`config.mk`:
```
export PLATFORM = sky130hd
export DESIGN_NAME = fault_status_csr
export DESIGN_NICKNAME = d
export VERILOG_FILES = /design/src/rtl/fault_status_pkg.sv /design/src/rtl/fds_status_bits.sv /design/src/rtl/fds_csr_store.sv /design/src/rtl/fds_nmi_tracker.sv /design/src/rtl/fault_status_csr.sv
export SDC_FILE = /design/constraint.sdc
export NUM_CORES = 1
export LEC_CHECK = 0
export CORE_AREA = 2 2 39 41
export CTS_CLUSTER_DIAMETER = 100
export CTS_CLUSTER_SIZE = 28
export DETAILED_ROUTE_END_ITERATION = 12
export DIE_AREA = 0 0 41 43
export PLACE_DENSITY = 0.69
export SYNTH_ARGS = -nofsm -noshare
export SYNTH_HDL_FRONTEND = slang
export SYNTH_HIERARCHICAL = 1
export SYNTH_SLANG_ARGS = --single-unit
```
`constraint.sdc`:
```
create_clock -name clk_i -period 1 [get_ports clk_i]
set_input_delay 0.15 -clock clk_i [delete_from_list [all_inputs] [get_ports clk_i]]
set_output_delay 0.15 -clock clk_i [all_outputs]
set_load 0.005 [all_outputs]
```
`src/rtl/fault_status_pkg.sv`:
```
package fault_status_pkg;
  parameter int unsigned CSR_W_DEF    = 9;
  parameter int unsigned SEEN_IDX_DEF = 6;
  parameter int unsigned DF_IDX_DEF   = 7;

  typedef struct packed {
    logic exc;
    logic mret;
  } hw_event_t;

  typedef struct packed {
    logic active;
    logic seen;
    logic df;
  } hw_update_t;
endpackage

```
`src/rtl/fds_status_bits.sv`:
```
module fds_status_bits
  import fault_status_pkg::*;
(
  input  hw_event_t  evt_i,
  input  logic       seen_q_i,
  input  logic       df_q_i,
  output hw_update_t upd_o
);
  always_comb begin
    upd_o.active = evt_i.exc | evt_i.mret;
    upd_o.seen   = seen_q_i;
    upd_o.df     = df_q_i;
    if (evt_i.exc) begin
      upd_o.seen = 1'b1;
      upd_o.df   = df_q_i | seen_q_i;
    end else if (evt_i.mret) begin
      upd_o.seen = 1'b0;
    end
  end
endmodule

```
`src/rtl/fds_csr_store.sv`:
```
module fds_csr_store
  import fault_status_pkg::*;
#(
  parameter int unsigned CSR_W    = CSR_W_DEF,
  parameter int unsigned SEEN_IDX = SEEN_IDX_DEF,
  parameter int unsigned DF_IDX   = DF_IDX_DEF
) (
  input  logic             clk_i,
  input  logic             rst_ni,
  input  logic             we_i,
  input  logic [CSR_W-1:0] wdata_i,
  input  hw_update_t       upd_i,
  output logic [CSR_W-1:0] q_o
);
  logic [CSR_W-1:0] q, nxt;

  for (genvar i = 0; i < CSR_W; i++) begin : g_bit
    if (i == SEEN_IDX) begin : g_seen
      assign nxt[i] = upd_i.active ? upd_i.seen : (we_i ? wdata_i[i] : q[i]);
    end else if (i == DF_IDX) begin : g_df
      assign nxt[i] = upd_i.active ? upd_i.df : (we_i ? wdata_i[i] : q[i]);
    end else begin : g_plain
      assign nxt[i] = we_i ? wdata_i[i] : q[i];
    end
  end

  always_ff @(posedge clk_i or negedge rst_ni) begin
    if (!rst_ni) q <= '0;
    else         q <= nxt;
  end

  assign q_o = q;
endmodule

```
`src/rtl/fds_nmi_tracker.sv`:
```
module fds_nmi_tracker (
  input  logic clk_i,
  input  logic rst_ni,
  input  logic nmi_enter_i,
  input  logic mret_i,
  output logic nmi_mode_o
);
  logic mode_q, mode_d;

  always_comb begin
    mode_d = mode_q;
    if (nmi_enter_i)  mode_d = 1'b1;
    else if (mret_i)  mode_d = 1'b0;
  end

  always_ff @(posedge clk_i or negedge rst_ni) begin
    if (!rst_ni) mode_q <= 1'b0;
    else         mode_q <= mode_d;
  end

  assign nmi_mode_o = mode_q;
endmodule

```
`src/rtl/fault_status_csr.sv`:
```
module fault_status_csr
  import fault_status_pkg::*;
#(
  parameter int unsigned CSR_W    = CSR_W_DEF,
  parameter int unsigned SEEN_IDX = SEEN_IDX_DEF,
  parameter int unsigned DF_IDX   = DF_IDX_DEF
) (
  input  logic             clk_i,
  input  logic             rst_ni,
  input  logic             exc_enter_i,
  input  logic             mret_retire_i,
  input  logic             nmi_enter_i,
  input  logic             csr_we_i,
  input  logic [CSR_W-1:0] csr_wdata_i,
  output logic [CSR_W-1:0] csr_rdata_o,
  output logic             double_fault_o,
  output logic             nmi_mode_o
);
  hw_event_t        evt;
  hw_update_t       upd;
  logic [CSR_W-1:0] reg_q;

  assign evt.exc  = exc_enter_i;
  assign evt.mret = mret_retire_i;

  fds_status_bits u_bits (
    .evt_i    (evt),
    .seen_q_i (reg_q[SEEN_IDX]),
    .df_q_i   (reg_q[DF_IDX]),
    .upd_o    (upd)
  );

  fds_csr_store #(
    .CSR_W    (CSR_W),
    .SEEN_IDX (SEEN_IDX),
    .DF_IDX   (DF_IDX)
  ) u_store (
    .clk_i   (clk_i),
    .rst_ni  (rst_ni),
    .we_i    (csr_we_i),
    .wdata_i (csr_wdata_i),
    .upd_i   (upd),
    .q_o     (reg_q)
  );

  fds_nmi_tracker u_nmi (
    .clk_i       (clk_i),
    .rst_ni      (rst_ni),
    .nmi_enter_i (nmi_enter_i),
    .mret_i      (mret_retire_i),
    .nmi_mode_o  (nmi_mode_o)
  );

  assign csr_rdata_o    = reg_q;
  assign double_fault_o = reg_q[DF_IDX];
endmodule

```
==> metrics.cfg <==
[yosys]
netlist_area_sq_um = 448
syn_area_per_cell_sq_um = 14.4
syn_inst = 31
syn_nets = 46
synth_top_family_by_area = multiplexers
synth.distinct_cells = 10
synth-simple-area-share_pct = 3.07
synth-seq-cells = 10
seq_area_frac_synth_pct = 55.9
synthMuxAreaShare_pct = 27.9
yosys.area_share.xor_xnor_pct = 0
yosysWarnings = 6
synth_compound_area_share_pct = 7.26
synth_fa_ha_area_share_pct = 0

[sta]
fin_crit_ps = 1020
setup_viol = 1
hold_violations = 0
worst_pin_slew_ps = 440
relSlewSlack_pct = 70.6
timing.final.ws_setup_ps = -22.1
rsz0062_at_grt = true
fin_crit_sh_pct = 102
fin_skew_ps = 0.658
slew_violations = 0
fin_setup_tns_ps = -22.1
clock.fmax_ghz = 0.978

[worst_setup_path]
cpMostUsedCell = buf_6
required_ps = 850
crit_slowest_cell = dfrtp_1
path_cells = buf_6, buf_6
arrival_ps = 870
crit_fanout = 2
cp.buffers_inverters = 2
crit_type = flop to output pin
critical_path.max_stage_delay_ps = 390
startpoint_type = flop
end_kind = output pin
crit_family = flip-flops

[grt]
grt_remaining_overflow = 0
grt_max_degree = 11
grt_pass1_vias = 392
grt_pass1_wl_um = 1590
grt_usage_pct = 14.0
antenna_found_initial = 0

[clock_network]
insertion_delay_ps = 260
cts_sinks = 10
numCtsBuffers = 3
clockBufferDepth = 2
clk_pin_slew_ps = 60
cts_tree = done
ctsHoldBuffers = 0
htreeDepth = 1
clockRootBuffer = clkbuf_4

[run]
drv_cap = 0

[floorplanning]
pin_count = 26
die_h_um = 43
die_w_um = 41
initial_core_util_pct = 32.4
placementRows = 14
core_area_sq_um = 1380
fp.dieArea_sq_um = 1760

[detailed_routing]
ant_nets = 0
firstDrtPassIters = 2
drt_iter0_drc = 1
wl_um = 1010
via_per_inst = 4.46
vias = 366
wire_per_inst_um = 12.3
drc = 0

[cells_and_area]
area_delta_synth_final_pct = 70.4
layout_common_cells = clkdlybuf4s50_1 (14), dfrtp_1 (10), buf_2 (9), mux2_4 (7), buf_4 (6)
drive_above_1_share_pct = 45.5
n_fill_cell = 148
final_core_util_pct = 55.2
fin_area_sq_um = 763
nNetsFinal = 82
final_common_cell = clkdlybuf4s50_1
n_antenna_cell = 0

[power]
total_power_mw = 1.11
ir_worst_vdd_v = 0.000756
p_leak_nw = 0.388
power_density_nw_per_um2 = 1450

[place]
hpwl_um = 732
io_buffers = 25
gp_congestion = 0.596
post_dp_cell_area_sq_um = 734

[status]
status = finished, violations left
violations = setup timing

[hold_path]
hp-class = primary input to async pin

==> logic make-up after synthesis <==
logic type,Yosys count
flip-flops,10
multiplexers,9
buffers and inverters,4
AND/OR/NAND/NOR,3
AO/OA/AOI/OAI,5
==> layout make-up <==
class	count	area (sq um)	share of cell area, %
Multi-Input combinational cell	17	171	22.5
Sequential cell	10	250	32.8
Clock buffer	4	36.3	4.75
Timing Repair Buffer	33	278	36.4
Inverter	2	7.51	0.984
Tap cell	16	20.0	2.62
==> state kept, by name, indices dropped and copies added (netlist names) <==
register	count
u_store/q_o	9
u_nmi/nmi_mode_o	1
==> cell usage after synthesis (all sizes together) <==
cell   instances  area [sq um]
buf            2          18.8
dfrtp         10           250
o21ai          2          10.0
or2            1          6.26
mux2i          2          20.0
inv            2          7.51
mux2           7           105
a21o           3          22.5
nand2          2          7.51
==> routing by layer <==
layer / part of all wire, % / global-route usage [%] / up-vias
met2: 48 / 21.9 / 19
li1: - / - / 172
met5: 0 / 0 / -
met1: 42 / 15.7 / 173
met3: 9.2 / 4.71 / 2
met4: 1.5 / 8.00 / 0
==> where the power goes <==
group | internal [mW] | switching (mW) | total [mW]
combinational | 0.194 | 0.0879 | 0.282
sequential | 0.446 | 0.0226 | 0.469
clock | 0.221 | 0.138 | 0.359
==> stage by stage <==
step                worst slack, ps  std cells  hold WS [ps]
detailed placement             -238         73           471
global route                  -57.7         82           235
global placement               -219         73           466
finish                        -22.1         82           195
floorplan                       217         31          -146
CTS                           -38.7         82           198
==> repair_timing <==
item	in CTS	in global routing
gates resized for setup	44	1
endpoints found under the setup margin	11	3
setup buffers	6	0
==> final timing paths <==
| check | startpoint | slack, ps | endpoint | cells past startpoint |
|---|---|---|---|---|
| hold / removal | rst_ni | 190 | u_store/q_o[8] | 1 |
| min in group clk_i | nmi_enter_i | 450 | u_nmi/nmi_mode_o | 2 |
| hold reg to reg | u_store/q_o[0] | 520 | u_store/q_o[0] | 1 |
| setup reg to reg | u_store/q_o[7] | 10 | u_store/q_o[7] | 5 |
| max in group asynchronous | rst_ni | 500 | u_store/q_o[3] | 1 |
| setup / recovery | u_store/q_o[7] | -20 | csr_rdata_o[7] | 2 |
No activity file was read; power rests on OpenSTA's default activity.
